`config.mk`:
```
export PLATFORM = sky130hd
export DESIGN_NAME = split_timer
export DESIGN_NICKNAME = d
export VERILOG_FILES = /design/src/rtl/split_timer_pkg.sv /design/src/rtl/split_timer_half.sv /design/src/rtl/split_timer_regs.sv /design/src/rtl/split_timer.sv
export SDC_FILE = /design/constraint.sdc
export NUM_CORES = 1
export LEC_CHECK = 0
export BUFFER_PORTS_ARGS = -buffer_cell sky130_fd_sc_hd__clkbuf_2
export CAP_MARGIN = 20
export CORE_ASPECT_RATIO = 0.8
export CORE_UTILIZATION = 28
export DETAILED_ROUTE_END_ITERATION = 12
export HOLD_SLACK_MARGIN = 0.02
export PLACE_DENSITY = 0.45
export SLEW_MARGIN = 30
export SYNTH_ARGS = -nofsm -noshare
export SYNTH_HDL_FRONTEND = slang
export SYNTH_HIERARCHICAL = 1
export SYNTH_SLANG_ARGS = --single-unit
```
`constraint.sdc`:
```
create_clock -name clk -period 3.25 [get_ports clk]
set_input_delay 0.1625 -clock clk [delete_from_list [all_inputs] [get_ports clk]]
set_output_delay 0.1625 -clock clk [all_outputs]
set_load 0.05 [all_outputs]
```
`src/rtl/split_timer_pkg.sv`:
```
// Shared encodings and register offsets for the splittable timer.
package split_timer_pkg;

    typedef enum logic [1:0] {
        RUN_OFF      = 2'd0,
        RUN_ONESHOT  = 2'd1,
        RUN_PERIODIC = 2'd2,
        RUN_RSVD     = 2'd3
    } run_mode_e;

    localparam logic [1:0] GMODE_WIDE_GP  = 2'd0;
    localparam logic [1:0] GMODE_SPLIT    = 2'd1;
    localparam logic [1:0] GMODE_WATCHDOG = 2'd2;
    localparam logic [1:0] GMODE_CHAINED  = 2'd3;

    localparam logic [7:0] OFS_CNT_LO = 8'h10;
    localparam logic [7:0] OFS_CNT_HI = 8'h14;
    localparam logic [7:0] OFS_PRD_LO = 8'h18;
    localparam logic [7:0] OFS_PRD_HI = 8'h1C;
    localparam logic [7:0] OFS_CTRL   = 8'h20;
    localparam logic [7:0] OFS_GCTL   = 8'h24;

endpackage

```
`src/rtl/split_timer_half.sv`:
```
// One 32-bit half: counter with one-shot or periodic match handling.
// Assumes the period and enable mode come from the register bank, and that
// a bus write to the counter wins over counting in the same cycle.
module split_timer_half
    import split_timer_pkg::*;
#(
    parameter int CNT_W = 32
) (
    input  logic             clk,
    input  logic             rst_n,
    input  logic             gate_i,
    input  run_mode_e        mode_i,
    input  logic [CNT_W-1:0] prd_i,
    input  logic             cnt_wr_i,
    input  logic [CNT_W-1:0] wdata_i,
    output logic [CNT_W-1:0] cnt_o,
    output logic             irq_o,
    output logic             done_o
);

    logic [CNT_W-1:0] cnt_q;
    logic             run;
    logic             hit;

    // Counting is allowed only when released and in a counting mode.
    assign run    = gate_i && (mode_i == RUN_ONESHOT || mode_i == RUN_PERIODIC);
    assign hit    = run && (cnt_q == prd_i);
    assign done_o = hit && (mode_i == RUN_ONESHOT);
    assign cnt_o  = cnt_q;

    // Counter update: bus load, reload, hold or increment.
    always_ff @(posedge clk) begin
        if (!rst_n) begin
            cnt_q <= '0;
        end else if (cnt_wr_i) begin
            cnt_q <= wdata_i;
        end else if (hit) begin
            if (mode_i == RUN_PERIODIC) cnt_q <= '0;
        end else if (run) begin
            cnt_q <= cnt_q + 1'b1;
        end
    end

    // Interrupt pulse registered from the match.
    always_ff @(posedge clk) begin
        if (!rst_n) irq_o <= 1'b0;
        else        irq_o <= hit;
    end

    AST_HALT_HOLDS: assert property (@(posedge clk) disable iff (!rst_n)
        (!run && !cnt_wr_i) |=> (cnt_q == $past(cnt_q)));
    AST_HALT_QUIET: assert property (@(posedge clk) disable iff (!rst_n)
        (!run) |=> !irq_o);
    AST_PERIODIC_RELOAD: assert property (@(posedge clk) disable iff (!rst_n)
        (hit && mode_i == RUN_PERIODIC && !cnt_wr_i) |=> (cnt_q == '0 && irq_o));
    AST_ONESHOT_PARKS: assert property (@(posedge clk) disable iff (!rst_n)
        (done_o && !cnt_wr_i) |=> (cnt_q == $past(prd_i) && irq_o));

endmodule

```
`src/rtl/split_timer_regs.sv`:
```
// Register bank: decodes bus writes, stores periods, enable fields and the
// global control, clears an enable field on one-shot completion, and
// muxes read data. Assumes a single-cycle write strobe and combinational reads.
module split_timer_regs
    import split_timer_pkg::*;
#(
    parameter int DATA_W = 32,
    parameter int ADDR_W = 8,
    parameter int HALVES = 2
) (
    input  logic                     clk,
    input  logic                     rst_n,
    input  logic                     bus_wr,
    input  logic [ADDR_W-1:0]        bus_addr,
    input  logic [DATA_W-1:0]        bus_wdata,
    output logic [DATA_W-1:0]        bus_rdata,
    input  logic [HALVES-1:0][DATA_W-1:0] cnt_i,
    input  logic [HALVES-1:0]        done_i,
    output logic [HALVES-1:0][DATA_W-1:0] prd_o,
    output run_mode_e                mode_o [HALVES],
    output logic [HALVES-1:0]        gate_o,
    output logic [HALVES-1:0]        cnt_wr_o
);

    localparam int EN_LO_POS = 6;
    localparam int EN_HI_POS = 22;

    logic [3:0] gctl_q;
    logic       wr_ctrl;
    logic       wr_gctl;
    logic [DATA_W-1:0] ctrl_view;

    assign wr_ctrl = bus_wr && (bus_addr == OFS_CTRL);
    assign wr_gctl = bus_wr && (bus_addr == OFS_GCTL);

    // Global control: release bits and mode field.
    always_ff @(posedge clk) begin
        if (!rst_n)       gctl_q <= '0;
        else if (wr_gctl) gctl_q <= bus_wdata[3:0];
    end

    genvar h;
    generate
        for (h = 0; h < HALVES; h++) begin : g_half
            localparam int EPOS = (h == 0) ? EN_LO_POS : EN_HI_POS;
            localparam logic [7:0] CNT_OFS = (h == 0) ? OFS_CNT_LO : OFS_CNT_HI;
            localparam logic [7:0] PRD_OFS = (h == 0) ? OFS_PRD_LO : OFS_PRD_HI;
            logic [1:0] en_q;

            // Enable field: bus write first, else one-shot completion clears it.
            always_ff @(posedge clk) begin
                if (!rst_n)         en_q <= RUN_OFF;
                else if (wr_ctrl)   en_q <= bus_wdata[EPOS +: 2];
                else if (done_i[h]) en_q <= RUN_OFF;
            end

            // Period register for this half.
            always_ff @(posedge clk) begin
                if (!rst_n)                             prd_o[h] <= '0;
                else if (bus_wr && bus_addr == PRD_OFS) prd_o[h] <= bus_wdata;
            end

            assign mode_o[h]   = run_mode_e'(en_q);
            assign gate_o[h]   = gctl_q[h] && (gctl_q[3:2] == GMODE_SPLIT);
            assign cnt_wr_o[h] = bus_wr && (bus_addr == CNT_OFS);

            AST_ONESHOT_CLEARS: assert property (@(posedge clk) disable iff (!rst_n)
                (done_i[h] && !wr_ctrl) |=> (en_q == RUN_OFF));
        end
    endgenerate

    // Control view: only the two enable fields are stored.
    always_comb begin
        ctrl_view = '0;
        ctrl_view[EN_LO_POS +: 2] = g_half[0].en_q;
        ctrl_view[EN_HI_POS +: 2] = g_half[1].en_q;
    end

    // Read multiplexer; undecoded offsets read zero.
    always_comb begin
        case (bus_addr)
            OFS_CNT_LO: bus_rdata = cnt_i[0];
            OFS_CNT_HI: bus_rdata = cnt_i[1];
            OFS_PRD_LO: bus_rdata = prd_o[0];
            OFS_PRD_HI: bus_rdata = prd_o[1];
            OFS_CTRL:   bus_rdata = ctrl_view;
            OFS_GCTL:   bus_rdata = {{(DATA_W-4){1'b0}}, gctl_q};
            default:    bus_rdata = '0;
        endcase
    end

    AST_GCTL_ONLY_BY_WRITE: assert property (@(posedge clk) disable iff (!rst_n)
        (!wr_gctl) |=> $stable(gctl_q));

endmodule

```
`src/rtl/split_timer.sv`:
```
// Top: register bank plus two independent 32-bit count-up halves.
// Assumes the internal clock only; no prescaler and no chained operation.
module split_timer
    import split_timer_pkg::*;
#(
    parameter int DATA_W = 32,
    parameter int ADDR_W = 8
) (
    input  logic              clk,
    input  logic              rst_n,
    input  logic              bus_wr,
    input  logic [ADDR_W-1:0] bus_addr,
    input  logic [DATA_W-1:0] bus_wdata,
    output logic [DATA_W-1:0] bus_rdata,
    output logic              irq_lo,
    output logic              irq_hi
);

    localparam int HALVES = 2;

    logic [HALVES-1:0][DATA_W-1:0] cnt;
    logic [HALVES-1:0][DATA_W-1:0] prd;
    run_mode_e                     mode [HALVES];
    logic [HALVES-1:0]             gate;
    logic [HALVES-1:0]             cnt_wr;
    logic [HALVES-1:0]             done;
    logic [HALVES-1:0]             irq;

    split_timer_regs #(.DATA_W(DATA_W), .ADDR_W(ADDR_W), .HALVES(HALVES)) u_regs (
        .clk(clk), .rst_n(rst_n),
        .bus_wr(bus_wr), .bus_addr(bus_addr), .bus_wdata(bus_wdata), .bus_rdata(bus_rdata),
        .cnt_i(cnt), .done_i(done),
        .prd_o(prd), .mode_o(mode), .gate_o(gate), .cnt_wr_o(cnt_wr)
    );

    genvar h;
    generate
        for (h = 0; h < HALVES; h++) begin : g_tmr
            split_timer_half #(.CNT_W(DATA_W)) u_half (
                .clk(clk), .rst_n(rst_n),
                .gate_i(gate[h]), .mode_i(mode[h]), .prd_i(prd[h]),
                .cnt_wr_i(cnt_wr[h]), .wdata_i(bus_wdata),
                .cnt_o(cnt[h]), .irq_o(irq[h]), .done_o(done[h])
            );
        end
    endgenerate

    assign irq_lo = irq[0];
    assign irq_hi = irq[1];

endmodule

```
---- Yosys cells after proc, flatten, opt, wreduce, memory -nomap -nowiden ----
Index checks and enable logic that the tools add are counted.
word-level totals
  memory bits (read-only) ................. 0
  memories ................................ 0
  RAM bits ................................ 0
  register bits ........................... 138
  bits of input ports ..................... 43
  output and inout bits ................... 34
  bits in latches ......................... 0
operators by class
  magnitude comparators ................... 0
  add/sub/neg operators ................... 2
  reduce and logical (&&, ||, !) cells .... 22
  equal/unequal tests ..................... 15
  bitwise gates (word level) .............. 0
  shift operators ......................... 0
  multiply operators ...................... 0
  mux-type cells .......................... 13
  divide/modulo/power cells ............... 0
operators by type and width
  operator                                                                count
  32-bit 2-to-1 mux                                                       8
  32-bit one-hot mux with 6 select lines                                  1
  32-bit by 1-bit adder with 32-bit output (second input constant)        2
  32-bit equality test                                                    2
  8-bit by 5-bit equality test with 1-bit output (second input constant)  4
  8-bit by 6-bit equality test with 1-bit output (second input constant)  2
  1-bit logical AND                                                       14
  2-bit 2-to-1 mux                                                        4
  2-bit by 1-bit equality test with 1-bit output (second input constant)  3
  3-bit by 2-bit != test with 1-bit output (second input constant)        2
  3-bit nonzero test                                                      2
  2-bit equality test (second input constant)                             2
  2-bit AND reduction                                                     2
  2-bit nonzero test                                                      2
  1-bit logical OR                                                        2

---- Depth between registers and ports, before layout ----
  depth after elaboration ................. 7
  mapped depth ............................ 10

---- Hierarchy ----
The synthesis kept the hierarchy.
by module, submodules not included
  module            cells an instance  area each (µm²)  instances
  split_timer_half  333                2666.3           2
  split_timer_regs  449                3777.4           1

---- Least setup slack after synthesis ----
Ideal clock, no wire load.
  kind .................................... in2reg
  start ................................... input port bus_addr[1]
  end ..................................... register g_tmr[1].u_half.cnt_q[10]
  stages on the path ...................... 9
  data arrival time ....................... 2.265 ns
  path slack .............................. 0.868 ns
  required time ........................... 3.133 ns
  buffers on the path ..................... 4
  path through ............................ nor4_1 > nand2_1 > clkbuf_1 > nor2_1 > clkbuf_1 > clkbuf_1 > clkbuf_1 > a21oi_1 > a32o_1
between the ends
  longest elaborated chain between the ends .. 4
  elaborated cells on any way between the ends .. 6
  classes of those cells .................. 2 x eq/ne; 1 x mux; 3 x reduce/logical
ends and longest elaborated chain
  item                                                                                                    line                    source
  from (decl)                                                                                             split_timer.sv:12       input logic [ADDR_W-1:0] bus_addr,
  8-bit by 5-bit equality test with 1-bit output (*)                                                      split_timer_regs.sv:65  assign cnt_wr_o[h] = bus_wr && (bus_addr == CNT_OFS);
  1-bit logical AND (*)                                                                                   split_timer_regs.sv:65
  named net cnt_wr[1]                                                                                     split_timer.sv:25       logic [HALVES-1:0] cnt_wr;
  3-bit by 2-bit != test with 1-bit output (no source line) / 3-bit nonzero test (equally long branches)  n/a
  2-bit AND reduction (no source line)                                                                    n/a
  to (signal assigned)                                                                                    split_timer_half.sv:36  cnt_q <= wdata_i;
  to (signal assigned)                                                                                    split_timer_half.sv:40  cnt_q <= cnt_q + 1'b1;
  to (decl)                                                                                               split_timer_half.sv:21  logic [CNT_W-1:0] cnt_q;
Mark *: on every way through the listed nets, which the timed path passes. The rest lies on a longest branch.
A chain may end at the register's enable or synchronous reset.

---- Worst setup path after layout ----
  start ................................... input port bus_addr[1]
  end ..................................... output port bus_rdata[22]
between the ends
  longest elaborated chain between the ends .. 2
  elaborated cells on any way between the ends .. 7
  classes of those cells .................. 6 x eq/ne; 1 x mux
ends and longest elaborated chain
  item                                                                                                                     line                    source
  8-bit by 6-bit equality test with 1-bit output / 8-bit by 5-bit equality test with 1-bit output (equally long branches)  split_timer_regs.sv:81  case (bus_addr)
  32-bit one-hot mux with 6 select lines (*)                                                                               split_timer_regs.sv:81
  to (decl)                                                                                                                split_timer.sv:14       output logic [DATA_W-1:0] bus_rdata,
Mark *: on every way between the ends. The rest lies on a longest branch, timed or not.

==> results.sh <==
export IMPL_routed_wl_um=37000
export IMPL_synth_edf_count=0
export IMPL_ios=77
export IMPL_required_ns=3.09
export IMPL_clock_path_buffers=2
export IMPL_area_growth_pct=14.9
export IMPL_layout_commonest_cell="nand2_1"
export IMPL_end_kind="output pin"
export IMPL_io_buffers=76
export IMPL_post_cts_buffers=0
export IMPL_placeableCoreArea_mm2=0.0317
export IMPL_numClockSinks=138
export IMPL_via_per_inst=5.67
export IMPL_drt_iter0_markers=889
export IMPL_syn_area_mm2=0.00911
export IMPL_peakVddDrop_uv=322
export IMPL_hold_viol=0
export IMPL_final_area_mm2=0.0105
export IMPL_grt_pass1_vias=8250
export IMPL_ys_types=66
export IMPL_critPathKind="input port to output pin"
export IMPL_crit_top_cell="clkbuf_2"
export IMPL_cts_root_buf="clkbuf_16"
export IMPL_ys_async_sr_fraction_pct=0
export IMPL_diodes=0
export IMPL_min_period_over_period_pct=87.2
export IMPL_fp_dieH_um=163
export IMPL_ctsResizeCount=0
export IMPL_yosysWarnings=6
export IMPL_finalSetupViolCount=0
export IMPL_hold_class="input port to flop"
export IMPL_critPathSlowestCell="or4_1"
export IMPL_path_clk_slew_ns=0.06
export IMPL_register_area_mm2=0.00276
export IMPL_sw_frac_of_total_pct=26.6
export IMPL_combPwrFrac_pct=9.0
export IMPL_power_frac_seq_pct=43.2
export IMPL_cts_buffers_inserted=17
export IMPL_row_count=58
export IMPL_fmax_ghz=0.353
export IMPL_clock_skew_ns=0.00984
export IMPL_crit_buf_inv=3
export IMPL_slowest_delay_ns=0.79
export IMPL_antenna_found_initial=0
export IMPL_min_path_cells=3
export IMPL_p_switching_mw=1.06
export IMPL_path_depth=6
export IMPL_max_slew_margin_pct=43.5
export IMPL_gp_congestion=0.856
export IMPL_clockPowerShare_pct=47.8
export IMPL_layout_common_cells="nand2_1, dfxtp_1, nand3_1"
export IMPL_grt_ovfl_total=0
export IMPL_place_area_mm2=0.00992
export IMPL_fillers=3375
export IMPL_synth_flop_cell="dfxtp_1"
export IMPL_rsz0062_at_grt="false"
export IMPL_syn_nets=1164
export IMPL_grt_max_degree=65
export IMPL_yosysSeqAreaShare_pct=30.3
export IMPL_ys_seq_elements=138
export IMPL_synth_area_leader_cell="dfxtp_1"
export IMPL_synthDominantCellAreaShare_pct=30.3
export IMPL_p_int_mw=2.92
export IMPL_power_per_cell_area_mw_per_mm2=380
export IMPL_postSynthAreaPerCell_um2=8.17
export IMPL_start_util_pct=28.7
export IMPL_crit_path_max_fanout=12
export IMPL_cts_hold_buf=0
export IMPL_multi_input_area_mm2=0.00582
export IMPL_r2r_cells=7
export IMPL_cap_viol_max_count=0
export IMPL_htree_num_levels=4
export IMPL_post_drt_wl_per_cell_um=23.1
export IMPL_syn_inst=1115
export IMPL_track_usage_pct=22.5
export IMPL_cp_arrival_ns=2.67
export IMPL_vias=9069
export IMPL_maxSlewViolCount=0
export IMPL_drcViolationCount=0
export IMPL_dp_hpwl_um=27500
export IMPL_cts_tree="yes"
export IMPL_cp_top_family="simple AND/OR/NAND/NOR gates"
export IMPL_dieArea_mm2=0.0333
export IMPL_synth_area_leaders="dfxtp_1, xnor2_1, nand2_1"
export IMPL_postRouteAntennaNets=0
export IMPL_drive_gt1_share_pct=15.7
export IMPL_p_leak_nw=3.50
export IMPL_run_status="finished, final reports clean"
export IMPL_crit_chain="clkbuf_2 -> or4_1 -> nor4_4 -> buf_4 -> a221o_1 -> clkbuf_2"
export IMPL_die_x_um=204
export IMPL_critPathLaunchType="input port"
export IMPL_tightest_slew_ns=0.844
export IMPL_final_min_clock_period_ns=2.84
export IMPL_grt_pass1_wl_um=55100
export IMPL_clk_latency_ns=0.45
export IMPL_setup_tns_ns=0
export IMPL_finalNetCount=1216
export IMPL_drt_first_pass_iters=5
==> area by class of cell <==
cell class | count | area share, %
Multi-Input combinational cell | 873 | 55.6
Tap cell | 420 | 5.02
Sequential cell | 138 | 26.4
Inverter | 18 | 0.645
Clock inverter | 7 | 0.645
Timing Repair Buffer | 119 | 7.10
Clock buffer | 24 | 4.60
==> worst paths after layout <==
| check | startpoint | to | slack [ns] |
|---|---|---|---|
| worst max-delay path | bus_addr[1] | bus_rdata[22] | 0.41 |
| worst max register to register | g_tmr[0].u_half/cnt_o[0] | g_tmr[0].u_half/cnt_o[22] | 0.50 |
| worst min-delay path | bus_wdata[25] | u_regs/prd_o[25] | 0.05 |
| worst min register to register | u_regs/gctl_q[1] | u_regs/gctl_q[1] | 0.48 |
==> logic make-up after synthesis <==
group / after synthesis / share of synthesized area [%]
multiplexers: 44 / 5.82
buffers and inverters: 104 / 6.39
XOR/XNOR: 80 / 7.86
adder cells (fa/ha/maj): 6 / 0.824
AO/OA/AOI/OAI: 295 / 23.0
AND/OR/NAND/NOR: 448 / 25.8
flip-flops: 138 / 30.3
==> worst register-to-register path, stage by stage (launching register included) <==
cell and delay [ns]:
dfxtp_1 0.61, ha_1 0.33, nand3_1 0.30, nor4_4 0.67
nand2_1 0.25, nor2_1 0.15, a221oi_1 0.09, a311oi_1 0.27
==> sequential cells by signal, summed over array words and instances, names as in the netlist <==
name / flops
g_tmr.u_half/irq_o: 2
u_regs/g_half.en_q: 4
g_tmr.u_half/cnt_o: 64
u_regs/gctl_q: 4
u_regs/prd_o: 64
==> stage by stage <==
stage               power, mW  hold slack, ns  setup slack [ns]  std cells  util (%)
CTS                      4.02          0.0344             0.452       1599      33.0
floorplan                1.98           0.293             0.868       1115         -
global route             4.13          0.0467             0.279       1599      33.0
detailed placement       2.11           0.468             0.468       1568      31.3
global placement         2.11           0.466             0.456       1568      31.3
finish                   3.97          0.0529             0.415       1599      33.0
==> synthesized netlist by cell type (10+ instances only) <==
cell type  number
nand2_1       147
dfxtp_1       138
nand3_1        99
o21ai_0        77
xnor2_1        72
nor2_1         56
a21oi_1        42
clkbuf_1       40
mux2i_1        35
nand4_1        28
a221oi_1       24
a221o_1        23
a21boi_0       20
and3_1         20
nand2b_1       20
buf_2          16
inv_1          16
nor3_1         16
a311oi_1       14
o22ai_1        14
o311a_1        12
a31oi_1        11
buf_6          10
nor2b_1        10
==> per-layer routing <==
metal / global-route usage [%] / vias to the layer above / routed length, µm
li1: - / 4277 / -
met1: 33.4 / 4423 / 17900
met2: 33.5 / 321 / 16000
met3: 3.55 / 48 / 2360
met4: 5.78 / 0 / 702
met5: 0 / - / 0
==> power by group through the flow <==
stage | combinational (mW) | sequential, mW | clock, mW
final | 0.357 | 1.72 | 1.90
after global placement | 0.354 | 1.76 | 0
after global routing | 0.381 | 1.72 | 2.03
after CTS | 0.356 | 1.72 | 1.95
after detailed placement | 0.354 | 1.76 | 0
after floorplan | 0.235 | 1.75 | 0
No activity file was read; power rests on OpenSTA's default activity.
